## src/rtl/fcmp_pkg.sv

```systemverilog
package fcmp_pkg;
  localparam int EXP_W  = 8;
  localparam int MAN_W  = 23;
  localparam int FP_W   = 1 + EXP_W + MAN_W;
  localparam int NFLAG  = 2;
  localparam int FLG_INV = 0;
  localparam int FLG_FTZ = 1;

  typedef enum logic [1:0] {
    OP_LT       = 2'b00,
    OP_GT       = 2'b01,
    OP_LT_FLAGS = 2'b10,
    OP_GT_FLAGS = 2'b11
  } cmp_op_e;

  typedef struct packed {
    logic            is_nan;
    logic            flushed;
    logic [FP_W-1:0] key;
  } opnd_info_t;
endpackage

```

## src/rtl/fcmp_classify.sv

```systemverilog
module fcmp_classify
  import fcmp_pkg::*;
(
  input  logic [FP_W-1:0] val,
  output opnd_info_t      info
);
  logic [EXP_W-1:0] ex;
  logic [MAN_W-1:0] fr;
  logic             ex_zero, ex_max, sgn;

  assign sgn     = val[FP_W-1];
  assign ex      = val[FP_W-2:MAN_W];
  assign fr      = val[MAN_W-1:0];
  assign ex_zero = ~|ex;
  assign ex_max  = &ex;

  always_comb begin
    info.is_nan  = ex_max & (|fr);
    info.flushed = ex_zero & (|fr);
    // Order-preserving unsigned key; every zero (flushed or signed) maps to +0.
    if (ex_zero)  info.key = {1'b1, {(FP_W-1){1'b0}}};
    else if (sgn) info.key = ~val;
    else          info.key = {1'b1, val[FP_W-2:0]};
  end
endmodule

```

## src/rtl/fcmp_core.sv

```systemverilog
module fcmp_core
  import fcmp_pkg::*;
(
  input  opnd_info_t x,
  input  opnd_info_t y,
  output logic       gt,
  output logic       inv,
  output logic       ftz
);
  assign inv = x.is_nan | y.is_nan;
  assign ftz = x.flushed | y.flushed;
  assign gt  = ~inv & (x.key > y.key);
endmodule

```

## src/rtl/fcmp_flag_reg.sv

```systemverilog
module fcmp_flag_reg #(
  parameter int NF = 2
) (
  input  logic          clk,
  input  logic          rst_n,
  input  logic          upd_en,
  input  logic [NF-1:0] upd,
  input  logic [NF-1:0] or_in,
  input  logic          wr,
  input  logic [NF-1:0] wdata,
  output logic [NF-1:0] flags
);
  logic [NF-1:0] merge;

  assign merge = flags | or_in | (upd_en ? upd : '0);

  always_ff @(posedge clk or negedge rst_n) begin
    if (!rst_n)  flags <= '0;
    else if (wr) flags <= wdata;
    else         flags <= merge;
  end

  assert_sticky_hold_R6: assert property (@(posedge clk) disable iff (!rst_n)
    !wr |=> ((flags & $past(flags)) == $past(flags)));

  assert_or_merge_R8: assert property (@(posedge clk) disable iff (!rst_n)
    !wr |=> ((flags & $past(or_in)) == $past(or_in)));

  assert_write_wins_R9: assert property (@(posedge clk) disable iff (!rst_n)
    wr |=> (flags == $past(wdata)));
endmodule

```

## src/rtl/fcmp_sticky.sv

```systemverilog
module fcmp_sticky
  import fcmp_pkg::*;
(
  input  logic             clk,
  input  logic             rst_n,
  input  logic             issue,
  input  logic [1:0]       op_sel,
  input  logic [31:0]      guard,
  input  logic [FP_W-1:0]  opa,
  input  logic [FP_W-1:0]  opb,
  input  logic [NFLAG-1:0] flag_or_in,
  input  logic             stat_wr,
  input  logic [NFLAG-1:0] stat_wdata,
  output logic [31:0]      result,
  output logic             result_we,
  output logic [NFLAG-1:0] flags
);
  logic [FP_W-1:0] opnd [2];
  opnd_info_t      info [2];
  opnd_info_t      cx, cy;
  logic            gt, inv, ftz, fire, flags_mode, swap;
  logic [NFLAG-1:0] upd;

  assign opnd[0] = opa;
  assign opnd[1] = opb;

  for (genvar i = 0; i < 2; i++) begin : g_cls
    fcmp_classify u_cls (.val(opnd[i]), .info(info[i]));
  end

  // Less-than reuses the greater-than path with operands exchanged.
  assign swap = (op_sel[0] == 1'b0);
  assign cx   = swap ? info[1] : info[0];
  assign cy   = swap ? info[0] : info[1];

  fcmp_core u_core (.x(cx), .y(cy), .gt(gt), .inv(inv), .ftz(ftz));

  assign fire       = issue & guard[0];
  assign flags_mode = op_sel[1];
  assign upd        = '{FLG_INV: inv, FLG_FTZ: ftz, default: 1'b0};

  always_ff @(posedge clk or negedge rst_n) begin
    if (!rst_n) begin
      result    <= '0;
      result_we <= 1'b0;
    end else begin
      result_we <= fire;
      if (fire) begin
        if (flags_mode) result <= {{(32-NFLAG){1'b0}}, upd};
        else            result <= {31'b0, gt};
      end
    end
  end

  fcmp_flag_reg #(.NF(NFLAG)) u_flags (
    .clk(clk), .rst_n(rst_n),
    .upd_en(fire & ~flags_mode), .upd(upd),
    .or_in(flag_or_in), .wr(stat_wr), .wdata(stat_wdata),
    .flags(flags)
  );

  assert_guard_blocks_R7: assert property (@(posedge clk) disable iff (!rst_n)
    (issue && !guard[0]) |=> (!result_we && $stable(result)));

  assert_narrow_result_R1: assert property (@(posedge clk) disable iff (!rst_n)
    result[31:2] == '0);

  assert_nan_false_R4: assert property (@(posedge clk) disable iff (!rst_n)
    (fire && !flags_mode && inv) |=> (result == 32'd0));

  assert_nan_flag_R4: assert property (@(posedge clk) disable iff (!rst_n)
    (fire && !flags_mode && inv && !stat_wr) |=> flags[FLG_INV]);
endmodule

```

## config.mk

```make
export PLATFORM = sky130hd
export DESIGN_NAME = fcmp_sticky
export DESIGN_NICKNAME = d
export VERILOG_FILES = /design/src/rtl/fcmp_pkg.sv /design/src/rtl/fcmp_classify.sv /design/src/rtl/fcmp_core.sv /design/src/rtl/fcmp_flag_reg.sv /design/src/rtl/fcmp_sticky.sv
export SDC_FILE = /design/constraint.sdc
export NUM_CORES = 1
export LEC_CHECK = 0
export BUFFER_PORTS_ARGS = -buffer_cell sky130_fd_sc_hd__buf_2
export CELL_PAD_IN_SITES_DETAIL_PLACEMENT = 0
export CELL_PAD_IN_SITES_GLOBAL_PLACEMENT = 2
export CORE_UTILIZATION = 27
export CTS_CLUSTER_DIAMETER = 40
export DETAILED_ROUTE_END_ITERATION = 12
export PLACE_DENSITY = 0.95
export SLEW_MARGIN = 25
export SYNTH_ARGS = -nofsm -noshare
export SYNTH_HDL_FRONTEND = slang
export SYNTH_SLANG_ARGS = --single-unit
```

## constraint.sdc

```tcl
create_clock -name clk -period 1.95 [get_ports clk]
set_clock_uncertainty 0.1 [all_clocks]
set_input_delay 0.195 -clock clk [delete_from_list [all_inputs] [get_ports clk]]
set_output_delay 0.195 -clock clk [all_outputs]
set_load 0.01 [all_outputs]
```

==> reports/qor.csv, run 1 <==
stage,metric,value,unit
outcome,status,"finished, violations left",
outcome,violations,negative setup slack,
floorplan,fp.dieH,105.7,um
logic_synthesis,synth_top_family_by_area,simple AND/OR/NAND/NOR gates,
logic_synthesis,ys_ff_latch,5,
logic_synthesis,synth_compound_area_frac,0.09918,
hold_path,hp-start,stat_wdata[1],
floorplan,boundaryPins,141,
cts,path_clk_slew,0.04,ns
logic_synthesis,ys_types,44,
logic_synthesis,yosys.area.top_type,xnor2_1,
run,maxCapViolCount,0,
grt,gr-total-overflow,0,
worst_setup_path,critPathCaptureType,flop,
worst_setup_path,worstPathRequired,1.92,ns
floorplan,die_area,11170,sq um
place,pre_cts_ws,-1.253,ns
cells_and_area,antenna_cells,0,
place,portBuffers,79,
place,hpwl,7.126,mm
logic_synthesis,synth_warnings,0,
sta,fin_crit,2.905,ns
floorplan,initial_core_util,0.2798,
place,gp_congestion,0.8739,
detailed_routing,wl,8.429,mm
worst_setup_path,path_class,input port to flop,
logic_synthesis,syn_area_per_cell,7.596,sq um
cts,cts_tree,yes,
cts,cts_buffer_depth,2,
floorplan,std_cell_rows,37,
cts,clock-root-buffer,clkbuf_8,
detailed_routing,drtPass1Iterations,4,
cts,h-tree-depth,1,
hold_path,hold_path_depth,3,
sta,tns,-0.9552,ns
pwr,p_leak,0.002000,uW
worst_setup_path,critPathMaxFanout,5,
detailed_routing,num_vias,3055,
grt,grt_max_degree,26,
floorplan,core_area,10370,sq um
sta,fmax,344.2,MHz
floorplan,fp.dieW,105.7,um
grt,grt_pass1_vias,3022,
cts,cts-buffers-inserted,3,
sta,timing.slew.headroom,0.5626,
logic_synthesis,synth-simple-area-share,0.2117,
logic_synthesis,synth_flop_cell,dfrtp_1,
sta,max_slew.worst_pin.slew,0.6541,ns
logic_synthesis,yosys.area_share.xor_xnor,0.1871,
sta,slew_viol_final,0,
logic_synthesis,ys_seq_area_frac,0.04312,
worst_setup_path,r2r-start,result[0]$_DFFE_PN0P_,
logic_synthesis,syn_area,2902,sq um
detailed_routing,first_iter_violations,88,
sta,rsz0062_at_grt,true,
cells_and_area,n_fill_cell,1060,
cts,clkSinkCount,5,
sta,finalHoldViolations,0,
logic_synthesis,synth_fa_ha_area_frac,0.1380,
worst_setup_path,critPathLaunchType,input port,
logic_synthesis,yosysMostFrequentCell,nor2_1,
detailed_routing,drc_errors,0,
worst_setup_path,worst-r2r-cell-count,2,
detailed_routing,drtAntennaViolNets,0,
grt,grt_pass1_wl,13.59,mm
logic_synthesis,synthArstFlopShare,1.000,
logic_synthesis,synth_top_area_share,0.1751,
cts,clkLatencyLatePin,0.22,ns
logic_synthesis,syn_inst,382,
worst_setup_path,critPathArrivalTime,2.88,ns
detailed_routing,viasPerCell,4.678,
logic_synthesis,synth.area.top_cells,"xnor2_1 (18%), ha_1 (14%), mux2_2 (10%)",
cells_and_area,final_nets,656,
sta,period_share,1.490,
cells_and_area,syn2layout_area_growth,45.62,%
cells_and_area,final_core_util,0.4075,
grt,grtUsageTotal,0.1481,
detailed_routing,avgRoutedWirePerCell,12.91,um
grt,grt_antenna_before_repair,0,
hold_path,worstHoldPathType,input port to flop,
worst_setup_path,worstSetupStartpoint,opa[23],
sta,setup_viol,1,
pwr,ir_worst_vdd,0.4761,mV
logic_synthesis,synth_mux_area_frac,0.1979,
cells_and_area,drive_above_1_share,0.4081,
logic_synthesis,synth_common_cells,"nor2_1 (63), xnor2_1 (58), ha_1 (32), buf_4 (30)",
pwr,powerDensity,355.5,nW/um^2
logic_synthesis,synth_edf_count,0,
sta,worst_slack,-0.9552,ns
==> path summary, 6_finish.rpt <==
path,slack (ns),to
max,-0.96,result[0]$_DFFE_PN0P_
max in group asynchronous,1.39,result[0]$_DFFE_PN0P_
max reg2reg,0.96,result[0]$_DFFE_PN0P_
min reg2reg,0.41,result[1]$_DFFE_PN0P_
min in group asynchronous,0.22,result_we$_DFF_PN0_
min,0.08,u_flags.flags[1]$_DFF_PN0_
==> layout make-up <==
type                    instances  area, sq um  area share
multi-input cells             351         2751      0.6512
repair buffers                155         1126      0.2665
well taps                     136        170.2     0.04027
flip-flops and latches          5        125.1     0.02961
clock buffers                   4        45.04     0.01066
inverters                       2        7.507    0.001777
==> worst max-delay path, cell delays in order <==
cell and delay [ns]:
buf_6 0.09, or4_4 0.57, nor2_8 0.19, buf_12 0.14, buf_12 0.10, nor2_4 0.03
mux2_4 0.27, ha_4 0.22, nand4_1 0.21, nor2_1 0.07, a221o_1 0.34, o31ai_2 0.20
o211a_1 0.19, o31ai_2 0.06
==> cells in the final DEF (no fill, tap or decap), types with 12 or more instances in the layout <==
cell	synthesis	layout
nand2_1	21	21
nor2_1	63	59
mux2i_1	27	27
xnor2_1	58	58
buf_4	30	63
conb_1	1	30
mux2_2	27	21
ha_1	32	22
buf_2	9	75
nand4_1	12	12
==> registers in the layout (all words and copies together) (netlist names) <==
name	flops
u_flags.flags	2
result_we	1
result	2
==> metrics by stage <==
| step | hold slack, ns | std cells | area [sq um] | total power (uW) |
|---|---|---|---|---|
| 2_1_floorplan | -0.2006 | 411 | 3110 | 872.6 |
| 3_3_place_gp | -0.08222 | 641 | 3941 | 1204 |
| 3_5_place_dp | -0.08010 | 641 | 3941 | 1236 |
| 4_1_cts | 0.08001 | 650 | 4105 | 1474 |
| 5_1_grt | 0.09652 | 653 | 4225 | 1661 |
| 6_report | 0.07945 | 653 | 4225 | 1502 |
==> routing by layer <==
metal  global-route usage  share of wire  up-vias
met5                    0              0        -
met1               0.1901           0.47     1384
li1                     -              -     1576
met2               0.2666           0.47       87
met4              0.02778          0.013        0
met3              0.01546          0.046        8
==> power by group <==
group          leakage [uW]  internal (uW)  switching (uW)
Sequential        0.0000630            113            4.24
Clock             0.0000228            141            52.4
Combinational       0.00191            613             580
Total               0.00200            866             636
==> cells by family after synthesis <==
logic type / Yosys count
AO/OA/AOI/OAI: 43
XOR/XNOR: 62
adder cells (fa/ha/maj): 32
buffers and inverters: 55
flip-flops: 5
multiplexers: 54
other: 1
AND/OR/NAND/NOR: 130
==> what timing repair did <==
| item | CTS | global route |
|---|---|---|
| pin swaps | 21 | 8 |
| resized for setup | 17 | 10 |
| setup buffers | 4 | 3 |
| endpoints found under the hold margin | 5 | 0 |
| hold buffers | 1 | 0 |
| endpoints found under the setup margin | 1 | 2 |
Power figures use the tool's default switching activity.
==> inputs of run 2 (changes only) <==
--- a/config.mk
+++ b/config.mk
@@ -5,13 +5,14 @@
 export SDC_FILE = /design/constraint.sdc
 export NUM_CORES = 1
 export LEC_CHECK = 0
-export BUFFER_PORTS_ARGS = -buffer_cell sky130_fd_sc_hd__buf_2
 export CELL_PAD_IN_SITES_DETAIL_PLACEMENT = 0
 export CELL_PAD_IN_SITES_GLOBAL_PLACEMENT = 2
-export CORE_UTILIZATION = 27
+export CORE_UTILIZATION = 37
 export CTS_CLUSTER_DIAMETER = 40
 export DETAILED_ROUTE_END_ITERATION = 12
+export DONT_BUFFER_PORTS = 1
 export PLACE_DENSITY = 0.95
+export REMOVE_ABC_BUFFERS = 1
 export SLEW_MARGIN = 25
 export SYNTH_ARGS = -nofsm -noshare
 export SYNTH_HDL_FRONTEND = slang
==> run 2 against run 1 <==
The run still ends with negative setup slack left. First-iteration DRC count is 18% lower. Final area shrank 26%. Sequential power increased by 5%. Maximum frequency rose by 4.6%. Wire length down 12%. Via count fell by 16%. Worst hold slack got worse by 0.078 ns. Die area shrank 27%. Critical path depth is 1 lower. Setup slack improved by 0.13 ns.
==> reports/qor.csv, run 2 (synthesis results as in run 1) <==
stage,metric,value,unit,change
sta,tns,-0.8287,ns,was -0.9552 ns
cells_and_area,final_nets,521,,was 656
floorplan,boundaryPins,141,,unchanged
cts,cts-buffers-inserted,3,,unchanged
cts,cts_tree,yes,,unchanged
pwr,power.switching,459.4,uW,was 636.3 uW
cells_and_area,antenna_cells,0,,unchanged
hold_path,worstHoldPathType,input port to flop,,unchanged
cts,clkLatencyLatePin,0.22,ns,about the same
worst_setup_path,cp-endpoint,result[0]$_DFFE_PN0P_,,unchanged
floorplan,die_area,8200,sq um,was 11170 sq um
detailed_routing,wl,7.397,mm,was 8.429 mm
pwr,p_int,680.3,uW,was 865.9 uW
outcome,status,"finished, violations left",,unchanged
worst_setup_path,path_class,input port to flop,,unchanged
pwr,powerDensity,363.8,nW/um^2,was 355.5 nW/um^2
pwr,ir_worst_vdd,0.1341,mV,was 0.4761 mV
detailed_routing,drc_errors,0,,unchanged
floorplan,core_area,7408,sq um,was 10370 sq um
pwr,seqPwrFrac,0.108,,was 0.078
detailed_routing,num_vias,2552,,was 3055
cts,h-tree-depth,1,,unchanged
pwr,p_leak,0.001348,uW,was 0.002000 uW
sta,max_slew.worst_pin.slew,0.7200,ns,was 0.6541 ns
sta,timing.slew.headroom,0.5185,,was 0.5626
grt,gr-total-overflow,0,,unchanged
grt,grt_pass1_wl,12.08,mm,was 13.59 mm
cells_and_area,reg.largest.list,"result (2), u_flags.flags (2), result_we (1)",,unchanged
worst_setup_path,r2r_end,result[0]$_DFFE_PN0P_,,unchanged
cts,clkSinkCount,5,,unchanged
detailed_routing,drtAntennaViolNets,0,,unchanged
floorplan,initial_core_util,0.3917,,was 0.2798
grt,grt_use_met3,0.03620,,was 0.01546
sta,rsz0062_at_grt,true,,unchanged
sta,setup_viol,1,,unchanged
worst_setup_path,r2r-start,result[0]$_DFFE_PN0P_,,unchanged
worst_setup_path,critPathMaxFanout,10,,was 5
floorplan,fp.dieW,90.56,um,was 105.7 um
worst_setup_path,critPathCaptureType,flop,,unchanged
worst_setup_path,worstPathRequired,1.93,ns,was 1.92 ns
pwr,p_sw_frac,0.4031,,was 0.4236
cts,cts_buffer_depth,2,,unchanged
detailed_routing,avgRoutedWirePerCell,15.38,um,was 12.91 um
cells_and_area,syn2layout_area_growth,7.977,%,was 45.62%
outcome,violations,negative setup slack,,unchanged
worst_setup_path,critPathLaunchType,input port,,unchanged
cts,path_clk_slew,0.04,ns,about the same
worst_setup_path,critPathArrivalTime,2.76,ns,was 2.88 ns
floorplan,std_cell_rows,31,,was 37
pwr,power.total,1140,uW,was 1502 uW
grt,grt_max_degree,75,,was 26
cells_and_area,mostFrequentLayoutCells,"nor2_1 (63), xnor2_1 (58), conb_1 (30)",,"was buf_2 (75), buf_4 (63), nor2_1 (59)"
place,hpwl,5.768,mm,was 7.126 mm
sta,fin_crit,2.779,ns,was 2.905 ns
detailed_routing,viasPerCell,5.306,,was 4.678
pwr,clockPowerShare,0.172,,was 0.128
grt,met2_usage,0.3201,,was 0.2666
sta,worst_slack,-0.8287,ns,was -0.9552 ns
place,portBuffers,0,,was 79
sta,slew_viol_final,0,,unchanged
cells_and_area,drive_above_1_share,0.1649,,was 0.4081
detailed_routing,first_iter_violations,72,,was 88
place,gp_congestion,0.8073,,was 0.8739
worst_setup_path,r2r_slack,0.90,ns,was 0.96 ns
floorplan,fp.dieH,90.56,um,was 105.7 um
worst_setup_path,worst-r2r-cell-count,2,,unchanged
grt,grt_antenna_before_repair,0,,unchanged
worst_setup_path,worstSetupStartpoint,opa[28],,was opa[23]
cts,clock-root-buffer,clkbuf_8,,unchanged
run,maxCapViolCount,0,,unchanged
sta,period_share,1.425,,was 1.490
grt,busiest_layer,met2,,unchanged
grt,grtUsageTotal,0.1787,,was 0.1481
sta,finalHoldViolations,0,,unchanged
place,pre_cts_ws,-1.152,ns,was -1.253 ns
pwr,combPwrFrac,0.720,,was 0.794
sta,fmax,359.9,MHz,was 344.2 MHz
grt,use_met1,0.2223,,was 0.1901
grt,grt_pass1_vias,2557,,was 3022
cells_and_area,n_fill_cell,785,,was 1060
detailed_routing,drtPass1Iterations,4,,unchanged
cells_and_area,final_common_cell,nor2_1,,was buf_2
==> run 2: how the worst min path moves through the flow <==
stage | start | to | slack (ns) | cells past startpoint
after detailed placement | rst_n | result[1]$_DFFE_PN0P_ | -0.20 | 0
after CTS | stat_wdata[0] | u_flags.flags[0]$_DFF_PN0_ | 0.000009 | 2
after floorplan | rst_n | result[0]$_DFFE_PN0P_ | -0.20 | 0
after global routing | stat_wr | u_flags.flags[0]$_DFF_PN0_ | 0.002 | 2
after global placement | rst_n | result_we$_DFF_PN0_ | -0.20 | 0
final | stat_wr | u_flags.flags[0]$_DFF_PN0_ | 0.002 | 2
==> run 2: power groups by stage <==
| stage | Clock (uW) | Sequential [uW] | Combinational (uW) |
|---|---|---|---|
| 2_1_floorplan | 0 | 122 | 610 |
| 3_3_place_gp | 0 | 124 | 743 |
| 3_5_place_dp | 0 | 125 | 754 |
| 4_1_cts | 198 | 123 | 809 |
| 5_1_grt | 208 | 124 | 936 |
| 6_report | 196 | 123 | 821 |
==> run 2: per-layer routing <==
metal / vias up / part of all wire
met5: - / 0
met4: 0 / 0.0037
met3: 4 / 0.061
met2: 80 / 0.47
met1: 1171 / 0.46
li1: 1297 / -
==> run 2: repair_timing <==
| item | 4_1_cts | 5_1_grt |
|---|---|---|
| gates cloned | 0 | 1 |
| buffers inserted | 1 | 0 |
| hold buffers | 2 | 1 |
| hold endpoints to repair | 7 | 1 |
| pin swaps | 5 | 4 |
| endpoints found under the setup margin | 1 | 1 |
| resized for setup | 15 | 1 |
==> run 2: area by class of cell <==
class | count | area, sq um | share of cell area
multi-input cells | 351 | 2615 | 0.8347
repair buffers | 20 | 216.5 | 0.06909
flip-flops and latches | 5 | 125.1 | 0.03994
well taps | 99 | 123.9 | 0.03954
clock buffers | 4 | 45.04 | 0.01438
inverters | 2 | 7.507 | 0.002396
==> run 2: critical path: stages <==
cell,delay [ns]
or4_4,0.55
nor2_8,0.18
buf_12,0.13
buf_6,0.13
nor2_1,0.06
mux2_2,0.26
ha_1,0.30
nor2b_1,0.15
o211ai_1,0.21
a21boi_2,0.08
o31ai_2,0.25
o211a_1,0.19
o31ai_2,0.05
==> run 2: metrics by stage <==
stage               cells  instance area [sq um]    util  hold slack, ns
global placement      472                   2939  0.3967         -0.2005
global route          481                   3133  0.4229        0.001986
CTS                   479                   3093  0.4175     0.000009354
finish                481                   3133  0.4229        0.001626
floorplan             358                   2665       -         -0.2006
detailed placement    472                   2939  0.3967         -0.2005
